### src/rtl/hs_mon_pkg.sv
package hs_mon_pkg;
    // encoding is {valid, ready}
    typedef enum logic [1:0] {
        HS_IDLE = 2'b00,
        HS_RXW  = 2'b01,
        HS_TXW  = 2'b10,
        HS_XFER = 2'b11
    } hs_state_e;
endpackage

### src/rtl/hs_classify.sv
module hs_classify
    import hs_mon_pkg::*;
(
    input  logic      valid_i,
    input  logic      ready_i,
    output hs_state_e state_o
);
    always_comb begin
        unique case ({valid_i, ready_i})
            2'b00:   state_o = HS_IDLE;
            2'b01:   state_o = HS_RXW;
            2'b10:   state_o = HS_TXW;
            default: state_o = HS_XFER;
        endcase
    end
endmodule

### src/rtl/hs_stall_timer.sv
module hs_stall_timer #(
    parameter int STALL_W = 8
) (
    input  logic               clk,
    input  logic               rst,
    input  logic               waiting_i,
    input  logic [STALL_W-1:0] limit_i,
    output logic               hit_o
);
    localparam logic [STALL_W-1:0] RUN_MAX = {STALL_W{1'b1}};

    logic [STALL_W-1:0] run_d, run_q;

    always_comb begin
        if (!waiting_i)
            run_d = '0;
        else if (run_q == RUN_MAX)
            run_d = RUN_MAX;
        else
            run_d = run_q + STALL_W'(1);
        hit_o = waiting_i && (limit_i != '0) && (run_d >= limit_i);
    end

    always_ff @(posedge clk) begin
        if (rst) run_q <= '0;
        else     run_q <= run_d;
    end
endmodule

### src/rtl/hs_event_counter.sv
module hs_event_counter #(
    parameter int CNT_W = 16
) (
    input  logic             clk,
    input  logic             rst,
    input  logic             clr_i,
    input  logic             inc_i,
    output logic [CNT_W-1:0] cnt_o
);
    logic [CNT_W-1:0] cnt_d, cnt_q;

    always_comb begin
        cnt_d = cnt_q;
        if (clr_i)      cnt_d = '0;
        else if (inc_i) cnt_d = cnt_q + CNT_W'(1);
    end

    always_ff @(posedge clk) begin
        if (rst) cnt_q <= '0;
        else     cnt_q <= cnt_d;
    end

    assign cnt_o = cnt_q;
endmodule

### src/rtl/chan_hs_monitor.sv
module chan_hs_monitor
    import hs_mon_pkg::*;
#(
    parameter int DATA_W  = 8,
    parameter int STALL_W = 8,
    parameter int CNT_W   = 16
) (
    input  logic               clk,
    input  logic               rst,
    input  logic               clr_i,
    input  logic               ch_valid_i,
    input  logic               ch_ready_i,
    input  logic [DATA_W-1:0]  ch_data_i,
    input  logic [STALL_W-1:0] stall_limit_i,
    input  logic [DATA_W-1:0]  prop_mask_i,
    input  logic [DATA_W-1:0]  prop_value_i,
    output logic [1:0]         state_o,
    output logic               err_retry_o,
    output logic               err_stable_o,
    output logic               err_dead_o,
    output logic               err_prop_o,
    output logic [CNT_W-1:0]   xfer_cnt_o,
    output logic [CNT_W-1:0]   retry_cnt_o
);
    typedef struct packed {
        hs_state_e         prev;
        logic [DATA_W-1:0] data;
        logic              e_retry;
        logic              e_stable;
        logic              e_dead;
        logic              e_prop;
    } mon_reg_t;

    mon_reg_t  r_d, r_q;
    hs_state_e cur;
    logic      stall_hit;
    logic      bad_retry, bad_stable, bad_prop;

    hs_classify u_cls (
        .valid_i (ch_valid_i),
        .ready_i (ch_ready_i),
        .state_o (cur)
    );

    hs_stall_timer #(.STALL_W(STALL_W)) u_stall (
        .clk       (clk),
        .rst       (rst),
        .waiting_i (cur == HS_TXW),
        .limit_i   (stall_limit_i),
        .hit_o     (stall_hit)
    );

    hs_event_counter #(.CNT_W(CNT_W)) u_xfer_cnt (
        .clk   (clk),
        .rst   (rst),
        .clr_i (clr_i),
        .inc_i (cur == HS_XFER),
        .cnt_o (xfer_cnt_o)
    );

    hs_event_counter #(.CNT_W(CNT_W)) u_retry_cnt (
        .clk   (clk),
        .rst   (rst),
        .clr_i (clr_i),
        .inc_i ((cur == HS_TXW) || (cur == HS_RXW)),
        .cnt_o (retry_cnt_o)
    );

    always_comb begin
        bad_retry = 1'b0;
        case (r_q.prev)
            HS_TXW:  bad_retry = (cur != HS_TXW) && (cur != HS_XFER);
            HS_RXW:  bad_retry = (cur != HS_RXW) && (cur != HS_XFER);
            default: bad_retry = 1'b0;
        endcase
        bad_stable = (r_q.prev == HS_TXW) && ch_valid_i && (ch_data_i != r_q.data);
        bad_prop   = ch_valid_i && ((ch_data_i & prop_mask_i) != prop_value_i);

        r_d      = r_q;
        r_d.prev = cur;
        r_d.data = ch_data_i;
        if (clr_i) begin
            r_d.e_retry  = 1'b0;
            r_d.e_stable = 1'b0;
            r_d.e_dead   = 1'b0;
            r_d.e_prop   = 1'b0;
        end else begin
            r_d.e_retry  = r_q.e_retry  | bad_retry;
            r_d.e_stable = r_q.e_stable | bad_stable;
            r_d.e_dead   = r_q.e_dead   | stall_hit;
            r_d.e_prop   = r_q.e_prop   | bad_prop;
        end
    end

    always_ff @(posedge clk) begin
        if (rst) begin
            r_q.prev     <= HS_IDLE;
            r_q.data     <= '0;
            r_q.e_retry  <= 1'b0;
            r_q.e_stable <= 1'b0;
            r_q.e_dead   <= 1'b0;
            r_q.e_prop   <= 1'b0;
        end else begin
            r_q <= r_d;
        end
    end

    assign state_o      = cur;
    assign err_retry_o  = r_q.e_retry;
    assign err_stable_o = r_q.e_stable;
    assign err_dead_o   = r_q.e_dead;
    assign err_prop_o   = r_q.e_prop;
endmodule

### config.mk
export PLATFORM = sky130hd
export DESIGN_NAME = chan_hs_monitor
export DESIGN_NICKNAME = d
export VERILOG_FILES = /design/src/rtl/hs_mon_pkg.sv /design/src/rtl/hs_classify.sv /design/src/rtl/hs_stall_timer.sv /design/src/rtl/hs_event_counter.sv /design/src/rtl/chan_hs_monitor.sv
export SDC_FILE = /design/constraint.sdc
export NUM_CORES = 1
export LEC_CHECK = 0
export ABC_AREA = 1
export BUFFER_PORTS_ARGS = -buffer_cell sky130_fd_sc_hd__clkbuf_2
export CORE_UTILIZATION = 40
export DETAILED_ROUTE_END_ITERATION = 6
export PLACE_DENSITY = 0.75
export SLEW_MARGIN = 25
export SYNTH_ARGS = -nofsm -noshare
export SYNTH_HDL_FRONTEND = slang
export SYNTH_SLANG_ARGS = --single-unit
### constraint.sdc
create_clock -name clk -period 1.7 [get_ports clk]
set_input_delay 0.085 -clock clk [delete_from_list [all_inputs] [get_ports clk]]
set_output_delay 0.085 -clock clk [all_outputs]
set_load 0.005 [all_outputs]
Word level (Yosys, flattened, before mapping)
Index checks and enable logic that the tools add are counted.
{ "totals": {"word_cells": 46, "inputBits": 37, "register_bits": 54} }
{ "op_classes": {"n_bitwise": 5, "order_cmp": 1, "eq_ne": 13, "reduce_logical": 11, "n_mux": 4, "add_sub_neg": 3} }
{ "op_table": {"columns": ["operator", "n"], "rows": [
  ["16-bit by 1-bit adder with 16-bit output (second input constant)", 2],
  ["8-bit 2-to-1 mux", 2],
  ["8-bit inequality test", 2],
  ["8-bit by 1-bit adder with 8-bit output (second input constant)", 1],
  ["8-bit AND", 1],
  ["2-bit equality test (second input constant)", 4],
  ["8-bit equality test (second input constant)", 1],
  ["8-bit greater-or-equal comparator", 1],
  ["8-bit nonzero test", 1],
  ["1-bit logical AND", 7],
  ["2-bit by 1-bit equality test with 1-bit output (second input constant)", 3],
  ["2-bit case mux with 3 select lines", 1],
  ["2-bit inequality test (second input constant)", 2],
  ["1-bit bitwise OR", 4],
  ["2-bit logical NOT", 1],
  ["2-bit by 1-bit inequality test with 1-bit output (second input constant)", 1],
  ["1-bit case mux with 2 select lines", 1],
  ["2-bit OR reduction", 1],
  ["1-bit logical OR", 1]
]} }

Logic depth before layout (Yosys ltp)
{ "logic_depth": {"ltp_word": 7, "mapped_depth": 18, "ltp_nobuf": 18} }

Cells and area by module
Synthesis repeated with hierarchy kept, for this count alone.
{ "hier_totals": {"cells_unflattened": 466, "hier_area_um2": 3219.3} }
{ "by_module_without_submodules": {"columns": ["module", "instances", "area_each_um2", "seq_area_each_um2", "cells_each"], "rows": [
  ["hs_event_counter", 2, 844.6, 320.3, 116],
  ["chan_hs_monitor", 1, 775.7, 280.3, 123],
  ["hs_stall_timer", 1, 747.0, 160.2, 109],
  ["hs_classify", 1, 7.5, 0.0, 2]
]} }

Worst setup path after synthesis
Ideal clock, no wire load.
{ "synth_path": {"kind": "reg2reg", "start": "register u_stall.run_q[0]", "end": "register r_q, in the netlist err_dead_o", "required_ps": 1580, "slack_ps": -107, "arrival_time_ps": 1687, "stages_incl_launch_ff": 17, "path_cell_list": "dfxtp_1 ha_1 nand2_1 nor2_2 nand2_1 inv_2 nand2_2 a21oi_1 ha_1 nand2_1 nand3_1 nand2_1 nand2_1 nand2_1 nand2_1 nand2_1 a21oi_1"} }
{ "synth_via": {"elab_chain_len": 6, "word_cells_on_any_way": 7} }
{ "synth_rtl": {"columns": ["element", "line", "rtl"], "rows": [
  ["start: declaration", "hs_stall_timer.sv:12", "logic [STALL_W-1:0] run_d, run_q;"],
  ["start signal: assignment", "hs_stall_timer.sv:26", "else run_q <= run_d;"],
  ["8-bit by 1-bit adder with 8-bit output / 8-bit equality test (equally long branches)", "hs_stall_timer.sv:20, hs_stall_timer.sv:17", null],
  ["8-bit 2-to-1 mux *", "hs_stall_timer.sv:17", "else if (run_q == RUN_MAX)"],
  ["8-bit 2-to-1 mux *", "hs_stall_timer.sv:15", "if (!waiting_i)"],
  ["via u_stall.run_d[1]", "hs_stall_timer.sv:12", null],
  ["8-bit greater-or-equal comparator *", "hs_stall_timer.sv:21", "hit_o = waiting_i && (limit_i != '0) && (run_d >= limit_i);"],
  ["1-bit logical AND *", "hs_stall_timer.sv:21", null],
  ["1-bit bitwise OR *", "chan_hs_monitor.sv:90", "r_d.e_dead = r_q.e_dead | stall_hit;"],
  ["end signal: assignment", "chan_hs_monitor.sv:104", "r_q <= r_d;"],
  ["end: declaration", "chan_hs_monitor.sv:34", "mon_reg_t r_d, r_q;"]
]} }
The timed path passes the listed nets; every way through them passes the cells marked *.
A chain may end at the register's enable or synchronous reset.

Worst setup path in the final report
Same ends and word-level chain as after synthesis.

==> run summary <==
For this run, the number of Yosys warnings is 0. Maximum single-stage delay on the critical path: 0.37 ns. The number of input and output port buffers inserted is 74.

The floorplan has 31 rows. The tools report the count of distinct cell types in the synthesized netlist as 33. The worst clock skew on the final layout was 0.00232 ns; the worst-case setup slack after placement was -0.205 ns. sky130_fd_sc_hd__nand2_1 is the most common cell in the netlist. Measured against its own limit, the worst slew margin works out to 62.3%.

For the total cell area at the placement stage, the log shows 3590 um^2. The logs give 583 for the total number of nets in the final design and 7780 um^2 for the total die area. The clock root buffer was sky130_fd_sc_hd__clkbuf_8.

The synthesized design spends more area on one cell type than any other, namely sky130_fd_sc_hd__dfxtp_1. The setup slack of the worst register-to-register path is -0.22 ns, and the largest net degree at the start of global routing is 22. For the total count of hold-check failures in the final report, the log shows 0. The starting DRC count in detailed routing is 88, and the die span in x is 88.2 um. The core region is 7210 um^2. In this run the critical register-to-register path is captured at err_dead_o.

The total overflow left after global routing is 0. The critical path endpoint category is a flip-flop. The worst hold path passes through 3 cells. Clock-pin slew was measured on the worst setup and hold paths at 0.09 ns.

The fraction of power consumed by combinational cells came out at 10.6%. The tools report the final count of negative-setup-slack endpoints as 1. The count of cells along the worst register-to-register path was 14.

Dividing the final minimum period by the clock period gives 113%. At the worst endpoint, the required time is 1.93 ns. Counting every sink on the clock net gives 54. Walking the worst path, the cells encountered are ha_4 > nand2_2 > nor2_2 > nand2_1 > inv_2 > buf_4 > buf_4 > a21oi_1 > ha_1 > a21oi_2 > o21a_1 > nand2_1 > nand2_2 > a21oi_2. TritonCTS built the clock tree. Among cell families on the critical path, the largest total delay comes from compound AO/OA/AOI/OAI gates.

The tools report the depth of the CTS H-tree as 2. The first detailed-routing pass took 4 iterations. The worst register-to-register path begins at u_stall.run_q[0]. The clock passes through at most 2 buffers. The total half-perimeter wirelength after legalization and detailed placement was 4890 um. The path with the worst hold slack has its endpoint at r_q[4]. Sorting the synthesized cells by how often they occur yields sky130_fd_sc_hd__nand2_1, sky130_fd_sc_hd__inv_1, sky130_fd_sc_hd__dfxtp_1. The time the final worst path needs with I/O delays and setup works out to 1.92 ns. The tightest min-delay check is of the input pin to flip-flop type. Of all flip-flops after synthesis, the portion carrying an async set or reset was 0%. The run gives 0 as the final number of max-transition violations.

The tools report the start point of the worst min-delay path as ch_data_i[0]. The tools report the peak supply drop as 0.000418 V. The worst setup path is launched from a flip-flop. After detailed placement, the design holds a cell count of 618. In the final layout, the share of cells above drive strength 1 is 26.4%. At the pin with the least slew margin, the transition time is 0.565 ns. Fill cells in the final layout number 738. For this design the ratio of total power to cell area is 627 nW/um^2.

Of all nets on the critical path, the largest fanout is 3. The completed layout was analyzed and its total power is 2390 uW. Number of antenna violations at the first check in global routing: 0.

The share of total power dissipated in sequential elements is 54.2%. Sorting the synthesized cells by area gives the leading types as sky130_fd_sc_hd__dfxtp_1, sky130_fd_sc_hd__nand2_1, sky130_fd_sc_hd__inv_1. The first global-routing pass estimated 10100 um of wire.

At the later pin of the worst-skew pair, clock insertion delay measures 0.29 ns. Yosys mapped a number of flops with a built-in enable equal to 0. The via count of the first global-routing pass came out at 2485.

The logs give 489 for the total nets after synthesis and 629 for the number of cells in the finished layout apart from fillers. The run gives 2.15 ns as the critical path data arrival time. The slowest stage of the critical path is the sky130_fd_sc_hd__dfxtp_4 cell. The post-detailed-route via-to-cell ratio is 4.60.

Summed over all nets, the switching power comes to 554 uW. Post-route worst setup slack: -0.218 ns. The primary flip-flop cell chosen by synthesis mapping was sky130_fd_sc_hd__dfxtp_1. The area of all placed cells without fillers is 3810 um^2, and the total routing resource utilization after global routing is 16.1%. For this design the static power due to leakage is 0.00185 uW. The total wire length is 6290 um.

In this run switching power makes up 23.2% of total power. For the overall via count from detail_route, the log shows 2891. The residual DRC count came out at 0. Initial core utilization: 41.2%. The number of instances in the synthesized netlist was 435. The internal power of the cells totals 1840 uW.

The number of hold buffers added after CTS was 0. The repair_antennas step left the layout with diodes totalling 0. From bottom edge to top edge, the die measures 88.2 um. The clock network accounts for 35.2% of the total power.

The tool flagged a number of max-cap violations equal to 0. The remaining number of nets flagged by the antenna check after routing was 0; the area share of the leading cell type in the synthesized netlist was 36.3%. Static timing analysis puts the maximum clock frequency at 521 MHz. 75 I/O pins were placed. Sequential elements use 36.3% of the synthesized area. The synthesized flop and latch total came out at 54. The flow ran to the end, but the final reports show violations. The setup path with the least slack is of type flip-flop to flip-flop. After detailed routing, the average wire length per cell comes to 10.0 um.

The mapped netlist covers 2970 um^2. The area growth from synthesis to layout is 28.2%. Counting both buffers and inverters, the worst setup path holds a total of 3. For the number of buffers created by CTS, the log shows 5. The final reports fail on setup timing.

The placer congestion estimate was 0.852; the mean instance size in the synthesized netlist was 6.84 um^2. Setup repair after global routing could not meet its margin everywhere.
[state kept, by name, indices dropped and copies added (netlist names)]
register / count
u_xfer_cnt.cnt_o: 16
err_stable_o: 1
err_dead_o: 1
u_retry_cnt.cnt_o: 16
r_q: 10
err_prop_o: 1
err_retry_o: 1
u_stall.run_q: 8
[power by group through the flow]
stage	clock, uW	combinational (uW)	sequential [uW]
global route	935	294	1300
floorplan	0	139	1320
global placement	0	230	1330
finish	841	254	1300
CTS	875	243	1300
detailed placement	0	239	1330
[routing by layer]
layer  track usage [%]  up-vias  share of wire [%]
met5                 0        -                  0
met4              4.25        0               0.48
met3              2.99        2                3.5
met2              30.0       52                 49
met1              19.0     1288                 47
li1                  -     1549                  -
[worst max path at each step]
stage	startpoint	endpoint	slack, ns	cells after the start
CTS	u_stall.run_q[1]	err_dead_o	-0.20	16
floorplan	u_stall.run_q[1]	err_dead_o	-0.06	14
finish	u_stall.run_q[0]	err_dead_o	-0.22	14
detailed placement	u_stall.run_q[0]	err_dead_o	-0.20	13
global placement	u_stall.run_q[0]	err_dead_o	-0.14	17
global route	u_stall.run_q[0]	err_dead_o	-0.39	16
[repair_timing]
| action | in CTS | in global routing |
|---|---|---|
| resized for setup | 10 | 13 |
| cloned | 0 | 0 |
| setup endpoints to repair | 1 | 3 |
| buffers inserted | 0 | 3 |
| pin swaps | 8 | 11 |
[per-stage QoR]
stage / hold WS (ns) / util (%) / setup TNS (ns)
after detailed placement: 0.343 / 49.7 / -0.205
after global routing: 0.0207 / 52.9 / -0.386
after floorplan: 0.192 / - / -0.0576
after global placement: 0.335 / 49.7 / -0.138
final: 0.0254 / 52.9 / -0.218
after CTS: 0.0171 / 51.7 / -0.202
[area by class of cell]
cell class	instances	area, um^2	share of cell area (%)
inverters	84	315	8.27
repair buffers	92	505	13.3
flip-flops and latches	54	1090	28.5
clock inverters	1	30.0	0.787
clock buffers	7	76.3	2.00
multi-input cells	292	1670	43.9
well taps	99	124	3.25
[worst min-delay path, stage by stage]
cell,delay (ns)
sky130_fd_sc_hd__clkbuf_2,0.11
sky130_fd_sc_hd__inv_1,0.06
sky130_fd_sc_hd__nor2_1,0.03
[logic make-up (layout without fill, tap and decap cells)]
group / after synthesis / after routing / share of synthesized area [%]
AOI/OAI and AO/OA: 56 / 56 / 10.2
DFF: 54 / 54 / 36.3
xor gates and xnor gates: 9 / 9 / 2.65
and+or+nand+nor: 210 / 210 / 32.3
buffers and inverters: 89 / 184 / 11.4
adders and majority gates: 17 / 17 / 7.15
[cells in the final DEF, fill, tap and decap left out, types with 5 or more instances in the layout]
cell type,n
sky130_fd_sc_hd__a21oi_1,25
sky130_fd_sc_hd__buf_4,18
sky130_fd_sc_hd__clkbuf_2,74
sky130_fd_sc_hd__clkbuf_8,5
sky130_fd_sc_hd__dfxtp_1,50
sky130_fd_sc_hd__ha_1,13
sky130_fd_sc_hd__inv_1,81
sky130_fd_sc_hd__nand2_1,93
sky130_fd_sc_hd__nand2_2,7
sky130_fd_sc_hd__nand3_1,23
sky130_fd_sc_hd__nand3_2,5
sky130_fd_sc_hd__nand4_1,6
sky130_fd_sc_hd__nor2_1,46
sky130_fd_sc_hd__nor2_2,5
sky130_fd_sc_hd__nor3_1,10
sky130_fd_sc_hd__o21ai_0,13
sky130_fd_sc_hd__xnor2_1,6
No activity file was read; power rests on OpenSTA's default activity.
